`src/rtl/cfg_pkg.sv`:
```
package cfg_pkg;

    typedef struct packed {
        logic [31:0] addr_reg;
        logic        rd_valid;
        logic [31:0] rd_data;
        logic        io_pass;
        logic        start;
        logic [31:0] ad;
        logic        type1;
        logic        write;
        logic        abort;
        logic        internal;
        logic        int_dev;
    } cfg_state_t;

endpackage

```
`src/rtl/cfg_dev_decode.sv`:
```
module cfg_dev_decode #(
    parameter int DEV_W     = 5,
    parameter int FIRST_DEV = 2,
    parameter int LAST_DEV  = 20,
    localparam int SEL_W    = LAST_DEV - FIRST_DEV + 1
) (
    input  logic [DEV_W-1:0] dev_i,
    output logic [SEL_W-1:0] sel_o
);

    for (genvar i = 0; i < SEL_W; i++) begin : g_sel
        assign sel_o[i] = (dev_i == DEV_W'(FIRST_DEV + i));
    end

endmodule

```
`src/rtl/cfg_ad_build.sv`:
```
module cfg_ad_build #(
    parameter int FIRST_DEV = 2,
    parameter int LAST_DEV  = 20
) (
    input  logic [23:2] addr_i,
    output logic [31:0] ad_o,
    output logic        type1_o,
    output logic        abort_o,
    output logic        internal_o
);

    localparam int SEL_W   = LAST_DEV - FIRST_DEV + 1;
    localparam int SEL_LSB = 32 - SEL_W;

    logic [7:0]       bus;
    logic [4:0]       dev;
    logic [SEL_W-1:0] sel;

    assign bus = addr_i[23:16];
    assign dev = addr_i[15:11];

    cfg_dev_decode #(
        .DEV_W    (5),
        .FIRST_DEV(FIRST_DEV),
        .LAST_DEV (LAST_DEV)
    ) u_dec (
        .dev_i(dev),
        .sel_o(sel)
    );

    always_comb begin
        type1_o    = (bus != 8'h00);
        abort_o    = 1'b0;
        internal_o = 1'b0;
        if (type1_o) begin
            ad_o = {8'h00, addr_i[23:2], 2'b01};
        end else begin
            ad_o = '0;
            ad_o[SEL_LSB +: SEL_W] = sel;
            ad_o[10:2]             = addr_i[10:2];
            abort_o    = (dev > 5'(LAST_DEV));
            internal_o = (dev < 5'(FIRST_DEV));
        end
    end

endmodule

```
`src/rtl/cfg_xlate_unit.sv`:
```
module cfg_xlate_unit #(
    parameter int          IO_AW     = 16,
    parameter logic [15:0] ADDR_PORT = 16'h0CF8,
    parameter logic [15:0] DATA_PORT = 16'h0CFC,
    parameter int          FIRST_DEV = 2,
    parameter int          LAST_DEV  = 20
) (
    input  logic             clk,
    input  logic             rst_n,
    input  logic             io_valid,
    input  logic             io_write,
    input  logic             io_dword,
    input  logic [IO_AW-1:0] io_addr,
    input  logic [31:0]      io_wdata,
    output logic             rd_valid,
    output logic [31:0]      rd_data,
    output logic             io_pass,
    output logic             cyc_start,
    output logic [31:0]      cyc_ad,
    output logic             cyc_type1,
    output logic             cyc_write,
    output logic             cyc_abort,
    output logic             cyc_internal,
    output logic             cyc_int_dev
);

    import cfg_pkg::*;

    localparam int SEL_LSB = 32 - (LAST_DEV - FIRST_DEV + 1);

    cfg_state_t st_d, st_q;

    logic [31:0] b_ad;
    logic        b_type1, b_abort, b_internal;
    logic        hit_addr, hit_data;

    assign hit_addr = (io_addr == IO_AW'(ADDR_PORT));
    assign hit_data = (io_addr == IO_AW'(DATA_PORT));

    cfg_ad_build #(
        .FIRST_DEV(FIRST_DEV),
        .LAST_DEV (LAST_DEV)
    ) u_build (
        .addr_i    (st_q.addr_reg[23:2]),
        .ad_o      (b_ad),
        .type1_o   (b_type1),
        .abort_o   (b_abort),
        .internal_o(b_internal)
    );

    always_comb begin
        st_d          = '0;
        st_d.addr_reg = st_q.addr_reg;
        if (io_valid) begin
            if (hit_addr && io_dword) begin
                if (io_write) begin
                    st_d.addr_reg = io_wdata;
                end else begin
                    st_d.rd_valid = 1'b1;
                    st_d.rd_data  = st_q.addr_reg;
                end
            end else if (hit_data && st_q.addr_reg[31]) begin
                st_d.write = io_write;
                st_d.ad    = b_ad;
                st_d.type1 = b_type1;
                if (b_internal) begin
                    st_d.internal = 1'b1;
                    st_d.int_dev  = st_q.addr_reg[11];
                end else begin
                    st_d.start = 1'b1;
                    st_d.abort = b_abort;
                    if (b_abort && !io_write) begin
                        st_d.rd_valid = 1'b1;
                        st_d.rd_data  = '1;
                    end
                end
            end else begin
                st_d.io_pass = 1'b1;
            end
        end
    end

    always_ff @(posedge clk) begin
        if (!rst_n) st_q <= '0;
        else        st_q <= st_d;
    end

    assign rd_valid     = st_q.rd_valid;
    assign rd_data      = st_q.rd_data;
    assign io_pass      = st_q.io_pass;
    assign cyc_start    = st_q.start;
    assign cyc_ad       = st_q.ad;
    assign cyc_type1    = st_q.type1;
    assign cyc_write    = st_q.write;
    assign cyc_abort    = st_q.abort;
    assign cyc_internal = st_q.internal;
    assign cyc_int_dev  = st_q.int_dev;

    AST_DISABLED_NO_CYCLE: assert property (@(posedge clk) disable iff (!rst_n)
        (io_valid && hit_data && !st_q.addr_reg[31]) |=> (!cyc_start && !cyc_internal && io_pass));
    AST_ONE_SELECT: assert property (@(posedge clk) disable iff (!rst_n)
        (cyc_start && !cyc_type1) |-> $onehot0(cyc_ad[31:SEL_LSB]));
    AST_INTERNAL_OFF_BUS: assert property (@(posedge clk) disable iff (!rst_n)
        cyc_internal |-> (!cyc_start && !cyc_abort));
    AST_ABORT_NO_SELECT: assert property (@(posedge clk) disable iff (!rst_n)
        cyc_abort |-> (cyc_start && !cyc_type1 && cyc_ad[31:11] == '0));
    AST_TYPE1_CODE: assert property (@(posedge clk) disable iff (!rst_n)
        (cyc_start && cyc_type1) |-> (cyc_ad[1:0] == 2'b01 && cyc_ad[31:24] == 8'h00 && !cyc_abort));
    AST_ABORT_READ_ONES: assert property (@(posedge clk) disable iff (!rst_n)
        (cyc_abort && !cyc_write) |-> (rd_valid && rd_data == 32'hFFFF_FFFF));
    AST_ABORT_WRITE_QUIET: assert property (@(posedge clk) disable iff (!rst_n)
        (cyc_abort && cyc_write) |-> !rd_valid);

endmodule

```
`config.mk`:
```
export PLATFORM = sky130hd
export DESIGN_NAME = cfg_xlate_unit
export DESIGN_NICKNAME = d
export VERILOG_FILES = /design/src/rtl/cfg_pkg.sv /design/src/rtl/cfg_dev_decode.sv /design/src/rtl/cfg_ad_build.sv /design/src/rtl/cfg_xlate_unit.sv
export SDC_FILE = /design/constraint.sdc
export NUM_CORES = 1
export LEC_CHECK = 0
export BUFFER_PORTS_ARGS = -buffer_cell sky130_fd_sc_hd__buf_2
export CAP_MARGIN = 25
export CORE_ASPECT_RATIO = 1.2
export CORE_UTILIZATION = 45
export CTS_CLUSTER_SIZE = 16
export DETAILED_ROUTE_END_ITERATION = 7
export PLACE_DENSITY = 0.79
export SYNTH_ARGS = -nofsm -noshare
export SYNTH_HDL_FRONTEND = slang
export SYNTH_SLANG_ARGS = --single-unit
```
`constraint.sdc`:
```
create_clock -name clk -period 1.9 [get_ports clk]
set_input_delay 0.285 -clock clk [delete_from_list [all_inputs] [get_ports clk]]
set_output_delay 0.285 -clock clk [all_outputs]
set_load 0.01 [all_outputs]
```
# ---- Yosys cells after proc, flatten, opt, wreduce, memory -nomap -nowiden
# Index checks and enable logic that the tools add are counted.
dict set report classes {
  magnitude_cmp 2
  n_eq_ne 21
  mux 11
  n_bitwise 5
  n_reduce_logical 13
}
# operator n
set op_table {}
lappend op_table {{$mux W33} 5}
lappend op_table {{$eq A5 B4 Y1 const B} 8}
lappend op_table {{$eq A16 B12 Y1 const B} 2}
lappend op_table {{$eq A5 B5 Y1 const B} 5}
lappend op_table {{$mux W24} 1}
lappend op_table {{$eq A5 B3 Y1 const B} 4}
lappend op_table {{$reduce_or A5 Y1} 4}
lappend op_table {{$eq A5 B2 Y1 const B} 2}
lappend op_table {{$reduce_bool A8 Y1} 1}
lappend op_table {{$gt A5 B5 Y1 const B} 1}
lappend op_table {{$lt A5 B2 Y1 const B} 1}
lappend op_table {{$not A1 Y1} 5}
lappend op_table {{$mux W1} 4}
lappend op_table {{$reduce_or A4 Y1} 1}
lappend op_table {{$logic_and A1 B1 Y1} 3}
lappend op_table {{$reduce_and A3 Y1} 1}
lappend op_table {{$reduce_or A3 Y1} 1}
lappend op_table {{$mux W2} 1}
lappend op_table {{$reduce_and A2 Y1} 1}
lappend op_table {{$logic_not A1 Y1} 1}
dict set report totals {
  ff_bits 104
  out_inout_bits 72
  elab_cells 65
}

# ---- Longest topological paths before layout
# Gate-level depths: netlist (run 1).
dict set report depth {
  depth_word 7
  mapped_depth 6
  ltp_nobuf 4
}

# ---- Cells and area by module
# A second synthesis (run 1) with hierarchy kept.
dict set report unflattened {
  hier_cells 491
  area_unflattened_um2 4529.3
}
# mod instances cells_per_inst area_per_inst_um2 seq_area_each_um2
set by_module_without_submodules {}
lappend by_module_without_submodules {cfg_xlate_unit 1 416 3960.0 2082.0}
lappend by_module_without_submodules {cfg_ad_build 1 44 326.6 0.0}
lappend by_module_without_submodules {cfg_dev_decode 1 31 242.7 0.0}

# ---- Worst setup path before layout (run 1)
# Ideal clock, no wire load.
dict set report synth_path {
  path_type {reg2reg}
  from {reg st_q[92] (netlist bit)}
  to {reg st_q, in the netlist rd_data[1]}
  setup_time_ns 0.058
  arrival_ns 1.830
  required_time_ns 1.842
  setup_slack_ns 0.012
  stages_incl_launch_ff 6
  path_buffers 1
  synth_period_minus_slack_ns 1.888
  cell_sequence {dfxtp_1 or4_4 a2111o_1 nor4_4 buf_6 a21o_1}
}
dict set report synth_via {
  elab_chain_cells 7
  word_cells_on_any_way 8
}
# item line
set synth_rtl {}
lappend synth_rtl {{start, declared} cfg_xlate_unit.sv:31} ;# cfg_state_t st_d, st_q;
lappend synth_rtl {{start signal, assigned} cfg_xlate_unit.sv:85} ;# else st_q <= st_d;
lappend synth_rtl {{$reduce_bool A8 Y1 (*)} cfg_ad_build.sv:32} ;# type1_o = (bus != 8'h00);
lappend synth_rtl {{$mux W1} cfg_ad_build.sv:35} ;# if (type1_o) begin
lappend synth_rtl {{$logic_and A1 B1 Y1} cfg_xlate_unit.sv:72} ;# if (b_abort && !io_write) begin
lappend synth_rtl {{$mux W33} cfg_xlate_unit.sv:72}
lappend synth_rtl {{$mux W33 (*)} cfg_xlate_unit.sv:66} ;# if (b_internal) begin
lappend synth_rtl {{$mux W33 (*)} cfg_xlate_unit.sv:62} ;# end else if (hit_data && st_q.addr_reg[31]) begin
lappend synth_rtl {{$mux W33 (*)} cfg_xlate_unit.sv:55} ;# if (hit_addr && io_dword) begin
# Every way passes the cells marked *; elsewhere a longest branch is shown, timed or not.
# A chain may end at the register's enable or synchronous reset.

# ---- Worst setup path in the final report (run 1)
dict set report layout_path {
  from {reg st_q[92] (netlist bit)}
  to {reg st_q, in the netlist rd_valid}
}
# Same word-level chain as after synthesis.

==> results.tsv, run 1 <==
metric	value	unit
status	finished, violations left	
violations	negative setup slack	
rsz0062_at_grt	true	
ant_nets	0	
synth_flop_cell	dfxtp_1	
cts-buffers-inserted	9	
first_pass_iters	4	
synth-seq-cells	102	
fin_ws	-0.004542	ns
io_pins	125	
drv_slew	0	
start_util	46.43	%
syn_area	3976	um2
clk_path_buf_depth	2	
async_flop_share	0	%
worst_setup_hold_path_clk_slew	0.10	ns
vias	2840	
dp_slack	-0.02705	ns
relSlewSlack	60.28	%
ctsHoldBuffers	0	
die_width	87.81	um
cts_sinks	102	
pwr-share-comb	3.0	%
place_inst	590	
maxCapViolCount	0	
cp.arrival	2.20	ns
drt_wl_total	7868	um
syn_area_per_cell	9.746	um2
ir_drop	0.3015	mV
core-area	8564	um2
synth_edf_count	0	
grt_usage	17.76	%
layout-drive-gt1-share	35.79	%
drt-initial-drc-count	224	
clockPowerShare	36.5	%
post_cts_buffers	0	
power.density	767.8	nW/um2
yosysTopAreaCellShare	51.35	%
numPortBuffers	123	
leakage	2.351	nW
fmax	525.1	MHz
wl_per_cell	12.98	um
via_per_inst	4.686	
clock_latency	0.36	ns
finalClockSkew	0.01356	ns
drc	0	
final_cell_area	4601	um2
yosysTopAreaCell	dfxtp_1	
gp_congestion	0.8460	
rows	37	
final_cell_mix	buf_2, dfxtp_1, nand2_1	
ys_seq_area_share	51.35	%
min_period	1.905	ns
place_hpwl	5745	um
synth.distinct_cells	37	
nets	537	
p_switching	0.7868	mW
startpoint_type	flop	
grt_pass1_vias	2770	
worst_ep_required_time	2.20	ns
cts_tree	done	
holdCritPathClass	in2reg	
crit_path_end_kind	flop	
fin_crit_sh	100.2	%
synth_cells	408	
die_area	9218	um2
dieHeight	105.0	um
switching_share	22.27	%
syn-num-nets	461	
layout_commonest_cell	buf_2	
dpl-instance-area	4398	um2
fin_cells	606	
antenna_found_initial	1	
grt_max_degree	65	
crit_fanout	32	
antenna_cells	0	
overflow	0	
synth_area_leaders	dfxtp_1, buf_4, mux2i_1, nand2_1, a21o_1	
htree_num_levels	3	
total_power	3.532	mW
grt_pass1_wl	12500	um
hold_viol	0	
area_growth	15.70	%
clockRootBuffer	clkbuf_8	
power_frac_seq	60.5	%
worst_slew_pin_slew	0.5959	ns
yosys_warnings	0	
setup_viol	2	
critPathKind	reg2reg	
post-route-util	53.72	%
cellInternalPower	2.746	mW
==> layout make-up <==
cell class / count / area (um2)
clock buffers: 11 / 151.4
clock inverters: 5 / 40.04
fillers: 777 / 3964
inverters: 2 / 7.507
multi-input cells: 218 / 1361
flip-flops and latches: 102 / 2043
well taps: 117 / 146.4
repair buffers: 151 / 850.8
==> worst paths after layout <==
kind | startpoint | end | slack (ns) | cells past startpoint
min | io_wdata[12] | st_q[84]$_SDFFE_PN0P_ | 0.16 | 3
max | st_q[92]$_SDFFE_PN0P_ | rd_valid$_SDFF_PN0_ | -0.005 | 5
max reg2reg | st_q[92]$_SDFFE_PN0P_ | rd_valid$_SDFF_PN0_ | -0.005 | 5
min reg2reg | st_q[72]$_SDFFE_PN0P_ | rd_data[0]$_SDFF_PN0_ | 0.46 | 1
==> stage by stage <==
stage | TNS [ns] | hold slack (ns)
global placement | 0 | 0.4318
floorplan | 0 | 0.4067
finish | -0.007943 | 0.1596
detailed placement | -0.05925 | 0.4389
global route | -1.002 | 0.1488
CTS | -0.02969 | 0.1491
==> logic make-up after synthesis <==
| logic type | count (synthesis) | share of synthesized area, % |
|---|---|---|
| simple gates | 136 | 16.77 |
| flops | 102 | 51.35 |
| buf+inv | 88 | 15.04 |
| compound gates | 49 | 8.685 |
| mux | 32 | 8.055 |
| other cells | 1 | 0.09431 |
==> cells in the mapped netlist (2+ instances only) <==
library cell  number
or3_1              2
nor2_1            18
a21o_1            31
nand2b_1           3
clkbuf_1          15
and3_1             5
a31oi_1            3
dfxtp_1          102
nor4bb_1           2
buf_2              4
and2_1            10
buf_4             64
nor4_1             7
inv_1              2
nand3_1            3
a21oi_1            9
buf_6              3
mux2i_1           32
nand2_1           71
nor3_1             3
or4_1              2
nand4_1            2
==> sequential cells by signal, summed over array words and instances, names as in the netlist <==
name	count
st_q	32
cyc_abort	1
rd_valid	1
cyc_internal	1
cyc_write	1
cyc_start	1
rd_data	32
cyc_ad	31
cyc_int_dev	1
io_pass	1
==> power groups by stage <==
| stage | sequential [mW] | clock (mW) | combinational, mW |
|---|---|---|---|
| after global placement | 2.19 | 0 | 0.106 |
| after CTS | 2.14 | 1.31 | 0.108 |
| final | 2.14 | 1.29 | 0.106 |
| after global routing | 2.14 | 1.39 | 0.119 |
| after floorplan | 2.19 | 0 | 0.0433 |
| after detailed placement | 2.19 | 0 | 0.108 |
==> critical path: stages (launching register included) <==
cell	delay [ns]
dfxtp_1	0.32
or4_4	0.53
a2111o_1	0.45
nor4_4	0.20
buf_12	0.23
or2_1	0.12
==> layer usage <==
layer | vias to the layer above | part of all wire (%) | GRT usage [%]
li1 | 1443 | - | -
met1 | 1289 | 41 | 20.36
met2 | 96 | 50 | 30.12
met3 | 12 | 6.1 | 5.134
met4 | 0 | 2.2 | 7.728
met5 | - | 0 | 0
==> what timing repair did <==
item | 4_1_cts | 5_1_grt
gates resized for setup | 0 | 3
setup endpoints to repair | 3 | 33
pin swaps | 0 | 1
cloned | 0 | 0
(Power assumes the default switching activity.)
==> run 2: changes to the inputs <==
--- a/config.mk
+++ b/config.mk
@@ -11,7 +11,7 @@
 export CORE_UTILIZATION = 45
 export CTS_CLUSTER_SIZE = 16
 export DETAILED_ROUTE_END_ITERATION = 7
-export PLACE_DENSITY = 0.79
+export PLACE_DENSITY = 0.75
 export SYNTH_ARGS = -nofsm -noshare
 export SYNTH_HDL_FRONTEND = slang
 export SYNTH_SLANG_ARGS = --single-unit
==> results.tsv, run 2 (synthesis results as in run 1) <==
metric	value	unit	change
status	finished, violations left		
violations	negative setup slack		
worst_setup_hold_path_clk_slew	0.09	ns	about the same
final.setup.tns	-0.06091	ns	-0.05296 ns
overflow	0		unchanged
numPortBuffers	123		unchanged
start_util	46.43	%	unchanged
antenna_found_initial	0		-1
leakage	2.365	nW	+0.60%
grt_pass1_vias	2736		-1.2%
power.density	745.1	nW/um2	-3.0%
critPathMaxStageDelay	0.52	ns	about the same
crit_path_end_kind	flop		
worst_slew_pin_slew	0.6537	ns	+0.05783 ns
crit_path_top_delay_cell	or4_4		
grt_usage	18.06	%	+0.30 points
crit_buf_inv	1		unchanged
ant_nets	0		unchanged
fin_ws	-0.008215	ns	-0.003673 ns
holdCritPathClass	in2reg		
fmax	524.1	MHz	-0.19%
crit_fanout	10		-69%
relSlewSlack	56.42	%	-3.9 points
first_pass_iters	4		unchanged
rows	37		unchanged
cts_tree	done		
maxCapViolCount	0		unchanged
area_growth	15.86	%	
rsz0062_at_grt	true		
via_per_inst	4.762		+1.6%
min_period	1.908	ns	+0.003673 ns
antenna_cells	0		unchanged
worst_ep_required_time	2.21	ns	about the same
layout_commonest_cell	buf_2		
die_width	87.81	um	unchanged
multi_input_comb_area	1364	um2	+0.18%
seq_area	2043	um2	unchanged
cts-buffers-inserted	9		unchanged
place_inst	592		+0.34%
hold_viol	0		unchanged
nets	539		+0.37%
vias	2895		+1.9%
ir_drop	0.3375	mV	+12%
crit_family	simple AND/OR/NAND/NOR gates		
final_cell_mix	buf_2, dfxtp_1, nand2_1		
wl_per_cell	13.24	um	+2.0%
ctsHoldBuffers	0		unchanged
core-area	8564	um2	unchanged
cp.arrival	2.22	ns	+0.02 ns
startpoint_type	flop		
dieHeight	105.0	um	unchanged
drt_wl_total	8049	um	+2.3%
htree_num_levels	3		unchanged
clock_latency	0.36	ns	about the same
critPathKind	reg2reg		
drc	0		unchanged
cts_sinks	102		unchanged
grt_pass1_wl	12650	um	+1.3%
io_pins	125		unchanged
finalClockSkew	0.005200	ns	-0.008355 ns
post_cts_buffers	0		unchanged
setup_viol	10		+8
layout-drive-gt1-share	35.64	%	-0.15 points
gp_congestion	0.8977		+6.1%
die_area	9218	um2	unchanged
clk_path_buf_depth	2		unchanged
clockRootBuffer	clkbuf_8		
place_hpwl	5833	um	+1.5%
path_cells	or4_4 -> a2111o_1 -> nor4_4 -> buf_4 -> a21o_1		
drv_slew	0		unchanged
fin_crit_sh	100.4	%	+0.19 points
n_fill_cell	807		+3.9%
drt-initial-drc-count	135		-40%
fin_cells	608		+0.33%
grt_max_degree	65		unchanged
run 2: cell count changes in the layout (fill, tap and decap cells not counted), sizes merged:
cell      change
buf           +2
clkbuf        +1
clkinv        +3
inv           -2
clkinvlp      -2
run 2: final cells by class:
class                   count  area share (%)
clock buffers              12           3.150
clock inverters             4          0.4889
inverters                   2          0.1630
multi-input cells         218           29.60
flip-flops and latches    102           44.35
well taps                 117           3.178
repair buffers            153           19.07
run 2: layer usage:
metal / track usage, % / vias to the layer above / share of wire (%)
met5: 0 / - / 0
met4: 8.197 / 0 / 2.2
met3: 4.818 / 14 / 5.8
met2: 30.79 / 110 / 49
met1: 20.66 / 1328 / 43
li1: - / 1443 / -
run 2: path summary, 6_finish.rpt:
kind	start	to	slack (ns)	depth (start not counted)
worst max-delay path	st_q[92]$_SDFFE_PN0P_	rd_data[3]$_SDFF_PN0_	-0.008	5
worst min-delay path	io_wdata[25]	st_q[97]$_SDFFE_PN0P_	0.16	3
worst max register to register	st_q[92]$_SDFFE_PN0P_	rd_data[3]$_SDFF_PN0_	-0.008	5
worst min register to register	st_q[96]$_SDFFE_PN0P_	rd_data[24]$_SDFF_PN0_	0.46	1
run 2: repair_timing:
| item | 4_1_cts | 5_1_grt |
|---|---|---|
| gates resized for setup | 0 | 3 |
| cloned | 0 | 0 |
| setup endpoints to repair | 11 | 36 |
run 2: through the flow:
| stage | power (mW) | utilization, % | area (um2) | hold WS (ns) | worst slack [ns] |
|---|---|---|---|---|---|
| 4_1_cts | 3.478 | 53.63 | 4593 | 0.1393 | -0.01914 |
| 3_3_place_gp | 2.294 | 51.67 | 4425 | 0.4324 | 0.03091 |
| 2_1_floorplan | 2.231 | - | 3976 | 0.4067 | 0.01229 |
| 5_1_grt | 3.565 | 53.79 | 4607 | 0.1436 | -0.09876 |
| 3_5_place_dp | 2.296 | 51.67 | 4425 | 0.4371 | -0.1031 |
| 6_report | 3.433 | 53.79 | 4607 | 0.1600 | -0.008215 |
run 2: where the power goes:
group          switching [mW]  internal (mW)  total [mW]
clock network           0.681          0.507        1.19
registers            0.000406           2.14        2.14
logic                  0.0568         0.0515       0.108
run 2: worst reg2reg max path, cell delays in order, from the launching register on:
cell	delay (ns)
dfxtp_2	0.33
or4_4	0.52
a2111o_1	0.45
nor4_4	0.23
buf_4	0.24
a21o_1	0.09
